`config.mk`:
```
export PLATFORM = sky130hd
export DESIGN_NAME = stream_entry_locator
export DESIGN_NICKNAME = d
export VERILOG_FILES = /design/src/rtl/sel_pkg.sv /design/src/rtl/sel_addr_gen.sv /design/src/rtl/sel_checks.sv /design/src/rtl/sel_beat_store.sv /design/src/rtl/stream_entry_locator.sv
export SDC_FILE = /design/constraint.sdc
export NUM_CORES = 2
export LEC_CHECK = 0
export BUFFER_PORTS_ARGS = -buffer_cell sky130_fd_sc_hd__buf_2
export CAP_MARGIN = 20
export CORE_AREA = 3 3 296 298
export CTS_CLUSTER_DIAMETER = 150
export DETAILED_ROUTE_END_ITERATION = 10
export DIE_AREA = 0 0 299 301
export PLACE_DENSITY = 0.69
export SETUP_SLACK_MARGIN = 0.02
export SYNTH_ARGS = -nofsm -noshare
export SYNTH_HDL_FRONTEND = slang
export SYNTH_SLANG_ARGS = --single-unit
```
`constraint.sdc`:
```
create_clock -name clk -period 6 [get_ports clk]
set_clock_uncertainty 0.15 [all_clocks]
set_input_delay 1.2 -clock clk [delete_from_list [all_inputs] [get_ports clk]]
set_output_delay 1.2 -clock clk [all_outputs]
set_load 0.1 [all_outputs]
```
`src/rtl/sel_pkg.sv`:
```
package sel_pkg;

    typedef enum logic [2:0] {
        ST_IDLE,
        ST_L1_REQ,
        ST_L1_WAIT,
        ST_ENT_REQ,
        ST_ENT_WAIT,
        ST_DONE,
        ST_FAULT
    } sel_state_e;

    typedef enum logic [1:0] {
        FLT_NONE      = 2'd0,
        FLT_BAD_SID   = 2'd1,
        FLT_BAD_ENTRY = 2'd2,
        FLT_FETCH     = 2'd3
    } sel_fault_e;

endpackage

```
`src/rtl/sel_addr_gen.sv`:
```
// Address arithmetic for both table layouts.
module sel_addr_gen #(
    parameter int AW        = 48,
    parameter int SID_W     = 16,
    parameter int IDX_W     = 5,
    parameter int L1_SHIFT  = 3,
    parameter int ENT_SHIFT = 6
) (
    input  logic [AW-1:0]    base,
    input  logic [IDX_W-1:0] split,
    input  logic [SID_W-1:0] sid,
    input  logic [AW-1:0]    desc,
    output logic [AW-1:0]    l1_addr,
    output logic [AW-1:0]    lin_addr,
    output logic [AW-1:0]    l2_addr,
    output logic [SID_W-1:0] l2_idx
);
    localparam logic [AW-1:0] ALIGN_MASK = ~((AW'(1) << ENT_SHIFT) - AW'(1));

    logic [AW-1:0]    base_al;
    logic [AW-1:0]    l2_ptr;
    logic [SID_W-1:0] l1_idx;
    logic [SID_W:0]   split_bit;
    logic [SID_W:0]   low_mask;

    assign base_al   = base & ALIGN_MASK;
    assign l2_ptr    = desc & ALIGN_MASK;
    assign l1_idx    = sid >> split;
    assign split_bit = (SID_W+1)'(1) << split;
    assign low_mask  = split_bit - (SID_W+1)'(1);
    assign l2_idx    = sid & low_mask[SID_W-1:0];

    assign l1_addr  = base_al + (AW'(l1_idx) << L1_SHIFT);
    assign lin_addr = base_al + (AW'(sid) << ENT_SHIFT);
    assign l2_addr  = l2_ptr + (AW'(l2_idx) << ENT_SHIFT);
endmodule

```
`src/rtl/sel_checks.sv`:
```
// Range checks on the identifier and on the second-level index.
module sel_checks #(
    parameter int SID_W  = 16,
    parameter int IDX_W  = 5,
    parameter int SPAN_W = 5
) (
    input  logic [SID_W-1:0]  sid,
    input  logic [IDX_W-1:0]  id_bits,
    input  logic [SPAN_W-1:0] span,
    input  logic [SID_W-1:0]  l2_idx,
    output logic              sid_ok,
    output logic              span_zero,
    output logic              l2_ok
);
    assign sid_ok    = (sid >> id_bits) == '0;
    assign span_zero = span == '0;
    assign l2_ok     = (l2_idx >> span) == '0;
endmodule

```
`src/rtl/sel_beat_store.sv`:
```
// Collects the entry beats into one wide register, one slice per beat.
module sel_beat_store #(
    parameter int BEAT_W  = 64,
    parameter int BEATS   = 8,
    parameter int BEAT_IW = 3
) (
    input  logic                    clk,
    input  logic                    rst_n,
    input  logic                    wr,
    input  logic [BEAT_IW-1:0]      idx,
    input  logic [BEAT_W-1:0]       data,
    output logic [BEAT_W*BEATS-1:0] entry
);
    for (genvar b = 0; b < BEATS; b++) begin : g_slice
        logic [BEAT_W-1:0] slice_d, slice_q;

        always_comb begin
            slice_d = slice_q;
            if (wr && (idx == BEAT_IW'(b))) begin
                slice_d = data;
            end
        end

        always_ff @(posedge clk) begin
            if (!rst_n) begin
                slice_q <= '0;
            end else begin
                slice_q <= slice_d;
            end
        end

        assign entry[b*BEAT_W +: BEAT_W] = slice_q;
    end
endmodule

```
`src/rtl/stream_entry_locator.sv`:
```
module stream_entry_locator
    import sel_pkg::*;
#(
    parameter int AW     = 48,
    parameter int SID_W  = 16,
    parameter int IDX_W  = $clog2(SID_W + 1),
    parameter int SPAN_W = 5,
    parameter int BEAT_W = 64,
    parameter int BEATS  = 8,
    parameter int L1_BYTES = 8
) (
    input  logic                    clk,
    input  logic                    rst_n,
    input  logic [AW-1:0]           cfg_base,
    input  logic                    cfg_two_level,
    input  logic [IDX_W-1:0]        cfg_split,
    input  logic [IDX_W-1:0]        cfg_id_bits,
    input  logic                    req_valid,
    input  logic [SID_W-1:0]        req_sid,
    output logic                    busy,
    output logic                    mem_req_valid,
    input  logic                    mem_req_ready,
    output logic [AW-1:0]           mem_req_addr,
    input  logic                    mem_rsp_valid,
    input  logic [BEAT_W-1:0]       mem_rsp_data,
    input  logic                    mem_rsp_err,
    output logic                    out_done,
    output logic [BEAT_W*BEATS-1:0] out_entry,
    output logic                    out_fault,
    output logic [1:0]              out_fault_code,
    output logic [AW-1:0]           out_fault_addr
);
    localparam int BEAT_BYTES = BEAT_W / 8;
    localparam int BEAT_SHIFT = $clog2(BEAT_BYTES);
    localparam int ENT_SHIFT  = $clog2(BEAT_BYTES * BEATS);
    localparam int L1_SHIFT   = $clog2(L1_BYTES);
    localparam int BEAT_IW    = $clog2(BEATS);

    typedef struct packed {
        sel_state_e         st;
        logic [SID_W-1:0]   sid;
        logic [AW-1:0]      l1_addr;
        logic [AW-1:0]      ent_addr;
        logic [BEAT_IW-1:0] beat;
        sel_fault_e         code;
        logic [AW-1:0]      faddr;
    } regs_t;

    regs_t r_d, r_q;
    sel_state_e st_q;

    logic [SID_W-1:0] sid_sel;
    logic [AW-1:0]    l1_addr_w, lin_addr_w, l2_addr_w;
    logic [SID_W-1:0] l2_idx_w;
    logic             sid_ok_w, span_zero_w, l2_ok_w;
    logic             beat_wr;

    assign st_q    = r_q.st;
    assign sid_sel = (r_q.st == ST_IDLE) ? req_sid : r_q.sid;

    sel_addr_gen #(
        .AW(AW), .SID_W(SID_W), .IDX_W(IDX_W),
        .L1_SHIFT(L1_SHIFT), .ENT_SHIFT(ENT_SHIFT)
    ) u_addr (
        .base     (cfg_base),
        .split    (cfg_split),
        .sid      (sid_sel),
        .desc     (mem_rsp_data[AW-1:0]),
        .l1_addr  (l1_addr_w),
        .lin_addr (lin_addr_w),
        .l2_addr  (l2_addr_w),
        .l2_idx   (l2_idx_w)
    );

    sel_checks #(
        .SID_W(SID_W), .IDX_W(IDX_W), .SPAN_W(SPAN_W)
    ) u_chk (
        .sid       (sid_sel),
        .id_bits   (cfg_id_bits),
        .span      (mem_rsp_data[SPAN_W-1:0]),
        .l2_idx    (l2_idx_w),
        .sid_ok    (sid_ok_w),
        .span_zero (span_zero_w),
        .l2_ok     (l2_ok_w)
    );

    sel_beat_store #(
        .BEAT_W(BEAT_W), .BEATS(BEATS), .BEAT_IW(BEAT_IW)
    ) u_store (
        .clk   (clk),
        .rst_n (rst_n),
        .wr    (beat_wr),
        .idx   (r_q.beat),
        .data  (mem_rsp_data),
        .entry (out_entry)
    );

    always_comb begin
        r_d           = r_q;
        beat_wr       = 1'b0;
        mem_req_valid = 1'b0;
        mem_req_addr  = '0;
        unique case (r_q.st)
            ST_IDLE: begin
                if (req_valid) begin
                    r_d.sid   = req_sid;
                    r_d.code  = FLT_NONE;
                    r_d.faddr = '0;
                    r_d.beat  = '0;
                    if (!sid_ok_w) begin
                        r_d.code = FLT_BAD_SID;
                        r_d.st   = ST_FAULT;
                    end else if (cfg_two_level) begin
                        r_d.l1_addr = l1_addr_w;
                        r_d.st      = ST_L1_REQ;
                    end else begin
                        r_d.ent_addr = lin_addr_w;
                        r_d.st       = ST_ENT_REQ;
                    end
                end
            end
            ST_L1_REQ: begin
                mem_req_valid = 1'b1;
                mem_req_addr  = r_q.l1_addr;
                if (mem_req_ready) begin
                    r_d.st = ST_L1_WAIT;
                end
            end
            ST_L1_WAIT: begin
                if (mem_rsp_valid) begin
                    r_d.faddr = r_q.l1_addr;
                    if (mem_rsp_err) begin
                        r_d.code = FLT_FETCH;
                        r_d.st   = ST_FAULT;
                    end else if (span_zero_w) begin
                        r_d.code = FLT_BAD_SID;
                        r_d.st   = ST_FAULT;
                    end else if (!l2_ok_w) begin
                        r_d.code = FLT_BAD_ENTRY;
                        r_d.st   = ST_FAULT;
                    end else begin
                        r_d.faddr    = '0;
                        r_d.ent_addr = l2_addr_w;
                        r_d.beat     = '0;
                        r_d.st       = ST_ENT_REQ;
                    end
                end
            end
            ST_ENT_REQ: begin
                mem_req_valid = 1'b1;
                mem_req_addr  = r_q.ent_addr + (AW'(r_q.beat) << BEAT_SHIFT);
                if (mem_req_ready) begin
                    r_d.st = ST_ENT_WAIT;
                end
            end
            ST_ENT_WAIT: begin
                if (mem_rsp_valid) begin
                    if (mem_rsp_err) begin
                        r_d.code  = FLT_FETCH;
                        r_d.faddr = r_q.ent_addr;
                        r_d.st    = ST_FAULT;
                    end else begin
                        beat_wr = 1'b1;
                        if (r_q.beat == BEAT_IW'(BEATS - 1)) begin
                            r_d.st = ST_DONE;
                        end else begin
                            r_d.beat = r_q.beat + BEAT_IW'(1);
                            r_d.st   = ST_ENT_REQ;
                        end
                    end
                end
            end
            ST_DONE:  r_d.st = ST_IDLE;
            ST_FAULT: r_d.st = ST_IDLE;
            default:  r_d.st = ST_IDLE;
        endcase
    end

    always_ff @(posedge clk) begin
        if (!rst_n) begin
            r_q <= '{st: ST_IDLE, code: FLT_NONE, default: '0};
        end else begin
            r_q <= r_d;
        end
    end

    assign busy           = r_q.st != ST_IDLE;
    assign out_done       = r_q.st == ST_DONE;
    assign out_fault      = r_q.st == ST_FAULT;
    assign out_fault_code = r_q.code;
    assign out_fault_addr = r_q.faddr;
endmodule

```
==> results.json <==
{
  "outcome": "finished, final reports clean",
  "die-area_um2": 90000,
  "design.final.nets": 4874,
  "irDropWorstVdd_mv": 0.202,
  "place_inst": 5740,
  "finalWeightedCongestion": 0.958,
  "hold_path.class": "register to register",
  "slew_violations": 0,
  "detailedRoute.firstIterationViolations": 2926,
  "fp.coreArea_um2": 85100,
  "synth-seq-area-share_pct": 42.3,
  "num_cts_buffers": 73,
  "maximum_single_stage_delay_on_the_critical_path_ns": 0.70,
  "grt_pass1_vias": 29800,
  "grt.total_usage_pct": 29.0,
  "antenna_found_initial": 17,
  "globalRouteOverflowTotal": 0,
  "finalWirelength_um": 138000,
  "ctsHoldBuffers": 0,
  "post_synth_inst_count": 4184,
  "clock_tree_from_tritoncts": "built",
  "min_period_over_period_pct": 93.6,
  "synth_seq_cells": 669,
  "most-common-layout-cells": "nand2_1 (1310), buf_2 (749), dfxtp_1 (668), a21oi_1 (638), nor2_1 (160)",
  "synth.lib_cells_used.distinct": 80,
  "finalHoldViolations": 0,
  "netlist_area_um2": 31600,
  "antenna_left": 0,
  "route.vias.total": 32300,
  "syn-mean-instance-area_um2": 7.56,
  "commonest_non_fill_non_tap_cell_in_the_layout": "nand2_1",
  "layout-drive-gt1-share_pct": 21.0,
  "cts_root_buffer": "clkbuf_16",
  "post_synth_edffs": 0,
  "rows": 107,
  "path_max_fanout": 18,
  "htreeDepth": 3,
  "grt_start_max_net_pins": 171,
  "crit_required_ns": 6.32,
  "worstPathCellList": "nor3_2, buf_12, mux2i_1, mux4_2, mux2i_1, mux2i_1, or2_2, inv_1, ha_1, a21o_1, a21o_1, a2111oi_0, or4b_2, a31oi_1, nand2_1, nor3_1, xnor2_1, a21oi_1",
  "criticalPathCategory": "register to register",
  "wire_length_of_the_first_global_routing_pass_um": 198000,
  "clock_path_buffers": 3,
  "leakage_power_of_the_design_nw": 15.5,
  "tightestPinTransition_ns": 1.14,
  "ys.warnings.count": 0,
  "fin_setup_tns_ns": 0,
  "drv.max_cap_violation_count": 0,
  "viasPerCell": 5.49,
  "io_buffer_count": 749,
  "worst-endpoint-arrival_ns": 5.93,
  "die_x_um": 299,
  "grt_setup_unrepaired": "no",
  "worstSetupEndpointType": "register",
  "post-layout-total-power_mw": 11.3,
  "start_util_pct": 37.2,
  "critical_path.startpoint_type": "register",
  "setup_violations": 0,
  "fmax_mhz": 178,
  "normalized_max_slew_margin_pct": 24.3,
  "flip_flop_cell_with_the_highest_count_after_synthesis": "dfxtp_1",
  "synth-async-reset-ratio_pct": 0,
  "crit_top_cell": "mux2i_1",
  "min_period_ns": 5.61,
  "drc": 0,
  "clk-insertion-delay-late_ns": 0.63,
  "num_io_pins": 759,
  "powerDensity_nw_per_um2": 298,
  "total_iterations_of_the_first_detailed_routing_run": 5,
  "clkSinkCount": 669,
  "fillers": 8599,
  "wl_per_cell_um": 23.4,
  "cpMaxStageDelayCell": "or4b_2",
  "post_cts_sizing_count": 0,
  "clk_pin_slew_worst_paths_ns": 0.06,
  "syn2layout_area_growth_pct": 20.4,
  "final-instance-count-excl-fill": 5881,
  "place.detailed.hpwl_um": 95900,
  "cts_setup_buffers": 0,
  "dieHeight_um": 301
}
-- layout make-up --
class,instances,area (um^2),area share (%)
clock buffer,105,2040,5.35
multi-input combinational,3045,16200,42.6
sequential,669,13400,35.2
tap,1144,1430,3.76
timing repair buffer,828,4450,11.7
clock inverter,24,312,0.818
antenna,9,22.5,0.0591
inverter,57,221,0.582
-- stage by stage --
stage	worst slack, ns	instance area (um^2)	util [%]	hold slack, ns
detailed placement	0.0458	35700	41.9	0.293
CTS	0.449	38000	44.6	0.300
finish	0.387	38100	44.7	0.300
global placement	0.0110	35700	41.9	0.289
floorplan	0.216	31600	-	0.286
global route	0.0561	38100	44.7	0.315
-- worst paths after layout --
kind | start | to | slack [ns] | cells past startpoint
hold reg to reg | u_store.g_slice[1].slice_q[35] | u_store.g_slice[1].slice_q[35] | 0.30 | 2
setup reg to reg | st_q[2] | r_q[148] | 0.39 | 18
setup / recovery | st_q[2] | r_q[148] | 0.39 | 18
hold / removal | u_store.g_slice[1].slice_q[35] | u_store.g_slice[1].slice_q[35] | 0.30 | 2
-- flip-flops by register name, summed over array words and instances (netlist names) --
signal / cells
r_q: 106
u_store.g_slice.slice_q: 512
out_fault_code: 2
st_q: 3
out_fault_addr: 46
-- worst max-delay path, delay by kind of cell (launching register included) --
family                   cells  cell delay (ns)
buffers and inverters        2             0.28
AO/OA/AOI/OAI                5             1.08
XOR/XNOR                     1             0.15
AND/OR/NAND/NOR              5             1.92
adder cells (fa/ha/maj)      1             0.27
flip-flops                   1             0.38
multiplexers                 4             1.25
-- kinds of logic after synthesis --
| group | after synthesis | share of synthesized area, % |
|---|---|---|
| adders and majority gates | 55 | 2.25 |
| DFF | 669 | 42.3 |
| buffers and inverters | 472 | 6.81 |
| xor gates and xnor gates | 84 | 2.33 |
| other | 1 | 0.0119 |
| muxes | 140 | 5.16 |
| and+or+nand+nor | 1767 | 23.2 |
| AOI/OAI and AO/OA | 996 | 17.9 |
-- where the power goes --
group	leakage [nW]	switching, mW	internal [mW]	total, mW
clock	1.13	2.00	2.45	4.45
sequential	5.40	0.0769	4.53	4.60
combinational	8.99	1.53	0.749	2.28
total	15.5	3.61	7.73	11.3
-- Yosys cell counts (16+ instances only) --
library cell	count	area [um^2]
buf_1	30	113
nand2_1	1315	4940
a21oi_1	638	3190
nand4_1	19	119
nand3_1	39	195
a21o_1	21	158
and2_1	22	138
and3_1	28	175
xor2_1	40	350
o22ai_1	18	113
o211ai_1	19	143
clkbuf_1	288	1080
mux4_2	17	383
dfxtp_1	669	13400
or3_1	16	100
nor2b_1	21	131
buf_4	89	668
nor2_1	160	601
xnor2_1	44	385
inv_1	54	203
nor3_1	56	280
ha_1	52	651
o21ai_0	123	616
a22o_1	42	368
mux2i_1	114	1140
a211oi_1	23	173
nor3b_1	20	150
-- metal layers --
layer	wire length (um)	up-vias	global-route usage (%)
li1	-	15000	-
met1	53100	15300	35.4
met2	61600	1625	45.9
met3	14400	391	8.38
met4	8550	10	16.2
met5	73	-	0
No activity file was read; power rests on OpenSTA's default activity.
